[src/rtl/clkctl_pkg.sv]
// Shared types for the clock output gating and power sequencer.
package clkctl_pkg;
    // Sequencer phases: settling after wake, running, releasing outputs, powered down
    typedef enum logic [1:0] {
        SEQ_SETTLE = 2'd0,
        SEQ_RUN    = 2'd1,
        SEQ_DRAIN  = 2'd2,
        SEQ_OFF    = 2'd3
    } seq_t;
endpackage

[src/rtl/clkctl_decode.sv]
// Decodes the two control pins against the configuration bits.
// Produces the reference source select, a drive request per output and
// the device shutdown request. Purely combinational; assumes the pins are
// already synchronous to the master clock.
module clkctl_decode (
    input  logic ctl0,
    input  logic ctl1,
    input  logic en0,
    input  logic sel0,
    input  logic pd0,
    input  logic pd1,
    output logic ref_sel,
    output logic want0,
    output logic want1,
    output logic sd_req
);
    logic pin0_fixed;

    // Pin decode: source select, per-output requests, shutdown sources ORed
    always_comb begin
        pin0_fixed = en0 | pd0;
        ref_sel    = pin0_fixed ? sel0 : (sel0 & ctl0);
        want0      = ~(en0 & ~pd0 & ctl0);
        want1      = pd1 | ~ctl1;
        sd_req     = (ctl0 & pd0) | (ctl1 & pd1) | (ctl0 & ~en0 & ~sel0 & ~pd0);
    end
endmodule

[src/rtl/clkctl_persist.sv]
// Shutdown persistence filter. While armed, counts rising edges of each
// output waveform (saturating at EDGES); full goes high once every
// waveform has reached EDGES. Dropping arm clears all counts.
// Assumes waveform inputs are sampled once per master clock.
module clkctl_persist #(
    parameter int EDGES = 3,
    parameter int NW    = 2
) (
    input  logic          clk,
    input  logic          rst_n,
    input  logic          arm,
    input  logic [NW-1:0] wave,
    output logic          full
);
    localparam int CW = $clog2(EDGES + 1);

    logic [NW-1:0] prev;
    logic [NW-1:0] done;

    // Previous waveform level for rising-edge detection
    always_ff @(posedge clk) begin
        if (!rst_n) prev <= '0;
        else        prev <= wave;
    end

    for (genvar g = 0; g < NW; g++) begin : g_cnt
        logic [CW-1:0] cnt;
        // Saturating rising-edge counter, cleared when not armed
        always_ff @(posedge clk) begin
            if (!rst_n || !arm)
                cnt <= '0;
            else if (wave[g] && !prev[g] && cnt != CW'(EDGES))
                cnt <= cnt + 1'b1;
        end
        assign done[g] = (cnt == CW'(EDGES));
    end

    assign full = &done;
endmodule

[src/rtl/clkctl_gate.sv]
// Drive-enable register for one output. The enable may only change at an
// edge where the output waveform is sampled low, so the output neither
// starts nor ends inside a high phase. Assumes wave is the level the pad
// would drive, sampled on the master clock.
module clkctl_gate (
    input  logic clk,
    input  logic rst_n,
    input  logic wave,
    input  logic target,
    output logic oe
);
    // Follow target only while the waveform is low
    always_ff @(posedge clk) begin
        if (!rst_n)    oe <= 1'b0;
        else if (!wave) oe <= target;
    end
endmodule

[src/rtl/clkout_pwr_ctrl.sv]
// Top of the clock output gating and power sequencer. Ties together the
// pin decode, the shutdown persistence filter, two low-level drive gates
// and the sequencer (settle, run, drain, off). Assumes all inputs are
// synchronous to clk and that SETTLE_CYC >= 2.
module clkout_pwr_ctrl
    import clkctl_pkg::*;
#(
    parameter int SETTLE_CYC = 8192,
    parameter int PD_EDGES   = 3
) (
    input  logic clk,
    input  logic rst_n,
    input  logic ctl0,
    input  logic ctl1,
    input  logic cfg_en0,
    input  logic cfg_sel0,
    input  logic cfg_pd0,
    input  logic cfg_pd1,
    input  logic wave_mclk,
    input  logic wave_pre0,
    input  logic wave_main,
    output logic oe_ref,
    output logic oe_main,
    output logic ref_sel_div,
    output logic osc_run,
    output logic prog_lock
);
    localparam int SCW = $clog2(SETTLE_CYC);
    localparam logic [SCW-1:0] SC_LAST = SCW'(SETTLE_CYC - 1);

    seq_t           state;
    logic [SCW-1:0] scnt;
    logic           want0, want1, sd_req;
    logic           arm, full, commit;
    logic [1:0]     waves;
    logic [1:0]     targets;
    logic [1:0]     oes;

    clkctl_decode u_dec (
        .ctl0    (ctl0),
        .ctl1    (ctl1),
        .en0     (cfg_en0),
        .sel0    (cfg_sel0),
        .pd0     (cfg_pd0),
        .pd1     (cfg_pd1),
        .ref_sel (ref_sel_div),
        .want0   (want0),
        .want1   (want1),
        .sd_req  (sd_req)
    );

    // Waveform each output pad would carry
    assign waves[0] = ref_sel_div ? wave_pre0 : wave_mclk;
    assign waves[1] = wave_main;

    assign arm    = sd_req && (state == SEQ_SETTLE || state == SEQ_RUN);
    assign commit = arm && full;

    clkctl_persist #(.EDGES(PD_EDGES), .NW(2)) u_pers (
        .clk   (clk),
        .rst_n (rst_n),
        .arm   (arm),
        .wave  (waves),
        .full  (full)
    );

    // Outputs are requested only in the run phase and never on a commit edge
    assign targets[0] = (state == SEQ_RUN) && want0 && !commit;
    assign targets[1] = (state == SEQ_RUN) && want1 && !commit;

    for (genvar g = 0; g < 2; g++) begin : g_gate
        clkctl_gate u_gate (
            .clk    (clk),
            .rst_n  (rst_n),
            .wave   (waves[g]),
            .target (targets[g]),
            .oe     (oes[g])
        );
    end

    assign oe_ref  = oes[0];
    assign oe_main = oes[1];

    // Power sequencer: settle count, commit to drain, drain to off, wake
    always_ff @(posedge clk) begin
        if (!rst_n) begin
            state <= SEQ_SETTLE;
            scnt  <= '0;
        end else begin
            unique case (state)
                SEQ_SETTLE: begin
                    if (commit)               state <= SEQ_DRAIN;
                    else if (scnt == SC_LAST) state <= SEQ_RUN;
                    else                      scnt  <= scnt + 1'b1;
                end
                SEQ_RUN: begin
                    if (commit) state <= SEQ_DRAIN;
                end
                SEQ_DRAIN: begin
                    if (oes == 2'b00) state <= SEQ_OFF;
                end
                SEQ_OFF: begin
                    if (!sd_req) begin
                        state <= SEQ_SETTLE;
                        scnt  <= '0;
                    end
                end
                default: state <= SEQ_SETTLE;
            endcase
        end
    end

    assign osc_run   = (state != SEQ_OFF);
    assign prog_lock = (state == SEQ_DRAIN) || (state == SEQ_OFF);
endmodule

[config.mk]
export PLATFORM = sky130hd
export DESIGN_NAME = clkout_pwr_ctrl
export DESIGN_NICKNAME = d
export VERILOG_FILES = /design/src/rtl/clkctl_pkg.sv /design/src/rtl/clkctl_decode.sv /design/src/rtl/clkctl_persist.sv /design/src/rtl/clkctl_gate.sv /design/src/rtl/clkout_pwr_ctrl.sv
export SDC_FILE = /design/constraint.sdc
export NUM_CORES = 1
export LEC_CHECK = 0
export CORE_ASPECT_RATIO = 2
export CORE_MARGIN = 2
export CORE_UTILIZATION = 45
export DETAILED_ROUTE_END_ITERATION = 6
export DONT_BUFFER_PORTS = 1
export PLACE_DENSITY_LB_ADDON = 0.3
export SYNTH_ARGS = -nofsm -noshare
export SYNTH_HDL_FRONTEND = slang
export SYNTH_SLANG_ARGS = --single-unit
[constraint.sdc]
create_clock -name clk -period 3.7 [get_ports clk]
set_input_delay 0.37 -clock clk [delete_from_list [all_inputs] [get_ports clk]]
set_output_delay 0.37 -clock clk [all_outputs]
set_load 0.02 [all_outputs]
==> flow_metrics.tcl, run 1 <==
set metrics [dict create \
    insertion_delay_ns 0.26 \
    io_pins 16 \
    timing.final.crit_share_pct 57.9 \
    grt_max_degree 24 \
    cts_root_buffer "clkbuf_8" \
    cts_sinks 23 \
    syn_avg_cell_area_um2 8.86 \
    wirelength_um 2370 \
    fin_cells 169 \
    coreArea_um2 2700 \
    clk_pin_slew_worst_paths_ns 0.08 \
    cts_made_buffers 3 \
    die-area_um2 3260 \
    slew_headroom_pct 49.1 \
    required_ns 3.89 \
    worstSetupStartpointType "flop" \
    drive_gt1_share_pct 7.14 \
    critPathArrivalTime_ns 2.33 \
    yosys-top-cells-count "dfxtp_1 (23), a21oi_1 (10), nor2_1 (9), o21ai_0 (9)" \
    p_seq_share_pct 48.2 \
    dr_total_vias 1057 \
    p_per_area_nw_per_um2 481 \
    p_clk_share_pct 25.0 \
    antenna_found_initial 0 \
    syn_nets 161 \
    die_x_um 41.4 \
    p_leak_nw 0.469 \
    dr.pass1.iters 4 \
    seq_area_frac_synth_pct 36.6 \
    peakVddDrop_mv 0.286 \
    synth_cells 142 \
    setup_tns_ns 0 \
    grt_pass1_wl_um 4060 \
    netlist_area_um2 1260 \
    dp_cells 165 \
    postCtsHoldBufs 0 \
    synth.distinct_cells 45 \
    htreeDepth 1 \
    place_hpwl_um 1910 \
    hold_viol 0 \
    critPathKind "reg2reg" \
    synth_top_area_share_pct 36.6 \
    internal_power_mw 0.416 \
    rrSetupSlack_ns 1.56 \
    p_comb_share_pct 26.7 \
    grt-ovfl-total 0 \
    ctsResizeCount 0 \
    antenna_cells 0 \
    synth_area_leaders "dfxtp_1 (37%), ha_1 (8.0%), a21oi_1 (4.0%)" \
    vias_per_cell 6.25 \
    route.detailed.drc 0 \
    cts_tree "done" \
    post_cts_buffers 0 \
    initial_core_util_pct 46.6 \
    setup_viol 0 \
    switching_share_pct 33.0 \
    cts.path.max_buffers 2 \
    max_cap_violations 0 \
    ys_warn_count 0 \
    seq_area_um2 460 \
    grt_usage_pct 17.5 \
    rows 27 \
    synth_edf_count 0 \
    drt_iter0_drc 16 \
    die_y_um 78.8 \
    multi_input_area_um2 721 \
    cp_max_fo 23 \
    async_flop_share_pct 0 \
    grt_pass1_vias 976 \
    ant_nets 0 \
    syn2layout_area_growth_pct 2.39 \
    fillers 288 \
    yosys.cell_count.top_type "dfxtp_1" \
    fin_nets 160 \
    switchingPower_mw 0.204 \
    gp_congestion 0.775 \
    rsz0062_at_grt "no" \
    worst_slew_pin_slew_ns 0.761 \
    yosysTopAreaCell "dfxtp_1" \
    dominantRegCellSynth "dfxtp_1" \
    status "complete, no violations" \
    io_buffer_count 0 \
    avgRoutedWirePerCell_um 14.0 \
    hp-class "in2reg" \
    fmax_mhz 467 \
    ys_seq_elements 23 \
    fin_crit_ns 2.14 \
    fin_skew_ns 0.00108 \
    end_kind "flop" \
    slew_viol_final 0 \
]
final cells by class:
class | count | share of cell area [%]
inverters | 7 | 2.04
well taps | 29 | 2.82
clock buffers | 4 | 3.50
multi-input cells | 106 | 55.9
flip-flops and latches | 23 | 35.7
cells by family after synthesis:
| logic type | share of synthesized area (%) |
|---|---|
| compound gates | 21.5 |
| xor+xnor | 2.09 |
| fa+ha+maj | 7.95 |
| buf+inv | 6.16 |
| flops | 36.6 |
| mux | 3.18 |
| simple gates | 22.6 |
worst max-delay path, cell delays in order, from the launching register on:
cell and delay [ns]:
dfxtp_1 0.37, ha_1 0.19, and4_1 0.33, nand4_1 0.18, o211ai_2 0.64, o21ai_0 0.20, a21oi_1 0.15
registers in the layout, summed over array words and instances (netlist names):
| register | flops |
|---|---|
| scnt | 13 |
| u_pers.prev | 2 |
| u_pers.g_cnt.cnt | 4 |
| state | 2 |
| g_gate.u_gate.oe | 2 |
final timing paths:
kind / endpoint / cells after the start / startpoint
setup / recovery: scnt[3] / 6 / scnt[0]
hold / removal: g_gate[1].u_gate.oe / 1 / rst_n
setup reg to reg: scnt[3] / 6 / scnt[0]
hold reg to reg: scnt[11] / 2 / scnt[11]
per-layer routing:
layer	wire (um)	up-vias	track usage (%)
met3	81	4	1.68
met1	827	508	18.5
met2	1420	26	31.4
li1	-	519	-
met5	0	-	0
met4	42	0	7.74
placed cells by master, fill, tap and decap left out, drive strengths merged:
cell type,netlist,routed
nand3,6,6
o21ai,11,11
nor2b,1,1
o31a,1,1
o311a,1,1
a22o,1,1
and4,2,2
nand3b,1,1
or4,3,3
o221ai,1,1
ha,8,8
xnor2,1,1
o21ba,1,1
xor2,2,2
o2111ai,1,1
or3,8,8
a21boi,1,1
inv,7,7
or3b,1,1
o211ai,2,2
and2,3,3
a22oi,1,1
nand2,8,8
nor3,1,1
nand2b,1,1
a21oi,10,10
o32ai,2,2
o21a,2,2
and3,1,1
dfxtp,23,23
or2,2,2
nor3b,1,1
o31ai,3,3
a41oi,1,1
clkbuf,1,4
o22a,1,1
nor2,9,9
mux2i,4,4
nand4,3,3
power groups by stage:
stage	logic (mW)	registers [mW]	clock network (mW)
after CTS	0.169	0.299	0.157
after detailed placement	0.168	0.305	0
final	0.166	0.299	0.155
after floorplan	0.164	0.299	0
after global routing	0.192	0.303	0.166
after global placement	0.164	0.302	0
stage by stage:
step | util [%] | worst slack (ns) | power [mW] | cell area [um2] | hold WS (ns)
finish | 47.7 | 1.56 | 0.620 | 1290 | 0.227
global route | 47.7 | 1.30 | 0.661 | 1290 | 0.223
CTS | 47.7 | 1.54 | 0.625 | 1290 | 0.224
detailed placement | 46.0 | 1.57 | 0.473 | 1240 | 0.471
global placement | 46.0 | 1.62 | 0.465 | 1240 | 0.460
floorplan | - | 1.93 | 0.464 | 1260 | 0.448
Note: power is estimated with default switching activity, not from simulation.
==> run 2: changes to the inputs <==
==> constraint.sdc (replaced) <==
create_clock -name clk -period 1.9 [get_ports clk]
set_input_delay 0.19 -clock clk [delete_from_list [all_inputs] [get_ports clk]]
set_output_delay 0.19 -clock clk [all_outputs]
set_load 0.02 [all_outputs]
==> run 2 against run 1 <==
Setup slack got worse by 1.4 ns. Final cell count grew 3.6%. Via count fell by 2.2%. Combinational power rose by 120%. Cell area grew 4.9%. Sequential power is 95% higher. Routed wire length down 1.2%. Power grew 100%. Clock skew increased by 0.0038 ns. Critical path type unchanged. Largest cell class unchanged.
==> flow_metrics.tcl, run 2 (synthesized netlist as in run 1, its figures left out) <==
set metrics [dict create \
    status "complete, no violations" \
    fin_skew_ns 0.00484 \
    rrSetupSlack_ns 0.11 \
    setup_viol 0 \
    hold_slack_ns 0.0380 \
    cts_tree "done" \
    design_power_total_mw 1.25 \
    worstSetupStartpointType "flop" \
    gp_congestion 0.770 \
    grt-ovfl-total 0 \
    cp_max_fo 23 \
    critPathArrivalTime_ns 1.99 \
    cts_made_buffers 3 \
    critPathBufInv 1 \
    reg_top3 "scnt x13, u_pers.g_cnt.cnt x4" \
    rsz0062_at_grt "no" \
    grt_max_degree 24 \
    p_leak_nw 0.501 \
    vias_per_cell 5.91 \
    route.detailed.drc 0 \
    clk_pin_slew_worst_paths_ns 0.08 \
    worst_slew_pin_slew_ns 0.382 \
    io_buffer_count 0 \
    hp-class "in2reg" \
    r2r_start "scnt[0]" \
    max_cap_violations 0 \
    wirelength_um 2340 \
    coreArea_um2 2700 \
    die-area_um2 3260 \
    holdPathStages 1 \
    antenna_found_initial 0 \
    io_pins 16 \
    end_kind "flop" \
    max_stage_delay_ns 0.46 \
    cp_slowest_cell "or4_1" \
    slew_headroom_pct 74.5 \
    avgRoutedWirePerCell_um 13.4 \
    min_to "state[0]" \
    rows 27 \
    antenna_cells 0 \
    drt_iter0_drc 12 \
    post_cts_buffers 0 \
    crit_family "simple AND/OR/NAND/NOR gates" \
    critPathKind "reg2reg" \
    place_hpwl_um 1880 \
    dr_total_vias 1034 \
    initial_core_util_pct 46.6 \
    cts_root_buffer "clkbuf_8" \
    min-delay-start "rst_n" \
    dp_cells 171 \
    crit-reg2reg-capture "scnt[11]" \
    r2r_cells 7 \
    p_per_area_nw_per_um2 926 \
    ant_nets 0 \
    utilization_pct 50.0 \
    fmax_mhz 559 \
    timing.final.crit_share_pct 94.2 \
    slew_viol_final 0 \
    die_y_um 78.8 \
    fin_nets 166 \
    setup_tns_ns 0 \
    final_cell_mix "dfxtp_1 (21), a21oi_1 (10), o21ai_0 (9), nor2_1 (9)" \
    cts_sinks 23 \
    hold_viol 0 \
    worstPathCellList "ha_2 -> and4_1 -> nand4_1 -> o211ai_2 -> buf_12 -> or4_1 -> a21oi_1" \
    grt_usage_pct 17.3 \
    die_x_um 41.4 \
    grt_pass1_wl_um 3980 \
    peakVddDrop_mv 0.656 \
    drive_gt1_share_pct 13.7 \
    layout_commonest_cell "dfxtp_1" \
    fin_cells 175 \
    insertion_delay_ns 0.26 \
    dr.pass1.iters 4 \
    required_ns 2.10 \
    cts.path.max_buffers 2 \
    fin_crit_ns 1.79 \
    grt_pass1_vias 983 \
    largest_register "scnt" \
    syn2layout_area_growth_pct 7.36 \
    htreeDepth 1 \
    largest_register_ffs 13 \
]
==> run 2: worst max-delay path by stage <==
stage               startpoint  endpoint  slack (ns)  cells after the start
finish                 scnt[0]  scnt[11]        0.11                      7
CTS                    scnt[0]  scnt[11]        0.04                      7
global placement       scnt[0]  scnt[11]        0.10                      7
detailed placement     scnt[0]  scnt[11]        0.07                      7
global route           scnt[0]  scnt[11]       0.003                      7
floorplan              scnt[0]  scnt[12]        0.13                      9
==> run 2: power breakdown <==
| part | total [mW] | leakage (nW) | internal [mW] | switching, mW |
|---|---|---|---|---|
| clock | 0.300 | 0.0228 | 0.149 | 0.150 |
| sequential | 0.584 | 0.188 | 0.536 | 0.0475 |
| combinational | 0.368 | 0.291 | 0.165 | 0.203 |
==> run 2: layout make-up <==
type | instances | area, um2
Fill cell | 275 | 1350
Multi-Input combinational cell | 106 | 723
Sequential cell | 23 | 463
Timing Repair Buffer | 6 | 57.6
Clock buffer | 4 | 45.0
Tap cell | 29 | 36.3
Inverter | 7 | 26.3
==> run 2: timing repair <==
item / 4_1_cts / 5_1_grt
endpoints found under the setup margin: 0 / 5
hold buffers: 0 / 0
gates resized for setup: 0 / 4
==> run 2: worst reg2reg max path, cell delays in order (launching register included) <==
cell and delay (ns):
dfxtp_2 0.34, ha_2 0.19, and4_1 0.21, nand4_1 0.11
o211ai_2 0.11, buf_12 0.17, or4_1 0.46, a21oi_1 0.15
==> run 2: through the flow <==
stage          area (um2)  setup slack, ns
2_1_floorplan        1260            0.134
3_3_place_gp         1300            0.104
3_5_place_dp         1300           0.0654
4_1_cts              1350           0.0388
5_1_grt              1350          0.00301
6_report             1350            0.110
==> run 2: per-layer routing <==
metal	global-route usage, %	share of wire [%]	vias up
li1	-	-	525
met2	31.3	58	19
met1	18.0	37	486
met5	0	0	-
met4	4.84	1.2	0
met3	3.91	3.5	4
==> run 3: changes to the inputs <==
--- a/config.mk
+++ b/config.mk
@@ -8,6 +8,7 @@
 export CORE_ASPECT_RATIO = 2
 export CORE_MARGIN = 2
 export CORE_UTILIZATION = 45
+export CTS_BUF_LIST = sky130_fd_sc_hd__clkbuf_16
 export DETAILED_ROUTE_END_ITERATION = 6
 export DONT_BUFFER_PORTS = 1
 export PLACE_DENSITY_LB_ADDON = 0.3
==> run 3 against run 2 <==
Cell area up 2.3%. First-iteration DRC count up 17%. Maximum frequency down 1.2%. Worst hold slack better by 0.016 ns. Critical path depth unchanged.
==> flow_metrics.tcl, run 3 (synthesized netlist as in run 1, its figures left out) <==
set metrics [dict create \
    setup_slack_ns 0.0879 \
    setup_tns_ns 0 \
    critPathKind "reg2reg" \
    route.detailed.drc 0 \
    worst_slew_pin_slew_ns 0.382 \
    drt_iter0_drc 14 \
    hold_slack_ns 0.0544 \
    fin_nets 166 \
    rows 27 \
    antenna_cells 0 \
    gp_congestion 0.770 \
    antenna_found_initial 0 \
    dr.pass1.iters 4 \
    cp_max_fo 23 \
    grt_usage_pct 17.6 \
    worstSetupStartpointType "flop" \
    end_kind "flop" \
    hold_viol 0 \
    largest_register "scnt" \
    grt-ovfl-total 0 \
    cts_sinks 23 \
    hp-class "in2reg" \
    setup_viol 0 \
    p_per_area_nw_per_um2 1010 \
    max_cap_violations 0 \
    fmax_mhz 552 \
    dr_total_vias 1037 \
    ant_nets 0 \
    io_pins 16 \
    timing.final.crit_share_pct 95.4 \
    die_x_um 41.4 \
    dp_slack_ns 0.0654 \
    fin_skew_ns 0.00267 \
    utilization_pct 51.2 \
    wirelength_um 2380 \
    peakVddDrop_mv 0.814 \
    status "complete, no violations" \
    die-area_um2 3260 \
    insertion_delay_ns 0.25 \
    critPathArrivalTime_ns 2.00 \
    fin_crit_ns 1.81 \
    coreArea_um2 2700 \
    slew_viol_final 0 \
    vias_per_cell 5.93 \
    final_cell_mix "dfxtp_1 (23), a21oi_1 (10), o21ai_0 (9), nor2_1 (9)" \
    grt_pass1_vias 994 \
    slew_headroom_pct 74.5 \
    grt_max_degree 24 \
    place_hpwl_um 1880 \
    p_leak_nw 0.520 \
    largest_register_ffs 13 \
    io_buffer_count 0 \
    cts_made_buffers 3 \
    drive_gt1_share_pct 12.3 \
    cts_tree "done" \
    grt_pass1_wl_um 4020 \
    layout_commonest_cell "dfxtp_1" \
    initial_core_util_pct 46.6 \
    syn2layout_area_growth_pct 9.84 \
    required_ns 2.09 \
    reg_top3 "scnt x13, u_pers.g_cnt.cnt x4" \
    cts_root_buffer "clkbuf_16" \
    die_y_um 78.8 \
    cts.path.max_buffers 2 \
    avgRoutedWirePerCell_um 13.6 \
    clk_pin_slew_worst_paths_ns 0.06 \
    htreeDepth 1 \
    rsz0062_at_grt "no" \
    post_cts_buffers 0 \
    design_power_total_mw 1.40 \
]
==> run 3: cell count changes in the layout (fill, tap and decap cells not counted) <==
cell	change
clkbuf_16	+3
clkbuf_8	-3
dfxtp_1	+2
dfxtp_2	-2
clkbuf_1	-1
inv_1	+1
==> run 3: what timing repair did <==
action | 4_1_cts | 5_1_grt
resized for setup | 0 | 2
hold buffers | 0 | 0
endpoints found under the setup margin | 0 | 4
==> run 3: cell type report <==
type                       count  area [um2]
clock buffer                   3        75.1
clock inverter                 1        3.75
fill                         266        1320
inverter                       7        26.3
multi-input combinational    106         723
sequential                    23         460
tap                           29        36.3
timing repair buffer           6        57.6
==> run 3: path summary, 6_finish.rpt <==
| check | start | endpoint | slack [ns] | cells after the start |
|---|---|---|---|---|
| worst max-delay path | scnt[0] | scnt[7] | 0.09 | 7 |
| worst min-delay path | rst_n | state[0] | 0.05 | 1 |
| worst max register to register | scnt[0] | scnt[7] | 0.09 | 7 |
| worst min register to register | scnt[11] | scnt[11] | 0.49 | 2 |
==> run 3: critical path, stage by stage, from the launching register on <==
cell and delay [ns]:
dfxtp_1 0.33, ha_2 0.21, and4_1 0.21, nand4_1 0.11, o211ai_2 0.11, buf_12 0.17
or4_1 0.47, a21oi_1 0.14
==> run 3: metrics by stage <==
stage | instance area, um2 | cells
2_1_floorplan | 1260 | 142
3_3_place_gp | 1300 | 171
3_5_place_dp | 1300 | 171
4_1_cts | 1380 | 175
5_1_grt | 1380 | 175
6_report | 1380 | 175
==> run 3: report_power, final <==
group	total (mW)	internal, mW	switching (mW)
clock	0.447	0.281	0.167
sequential	0.582	0.534	0.0484
combinational	0.369	0.165	0.204
==> run 3: routing by layer <==
layer / GRT usage [%] / up-vias / share of wire, %
met5: 0 / - / 0
met4: 6.77 / 0 / 1.8
met3: 3.07 / 4 / 3.5
met2: 31.9 / 29 / 58
met1: 18.0 / 479 / 37
li1: - / 525 / -
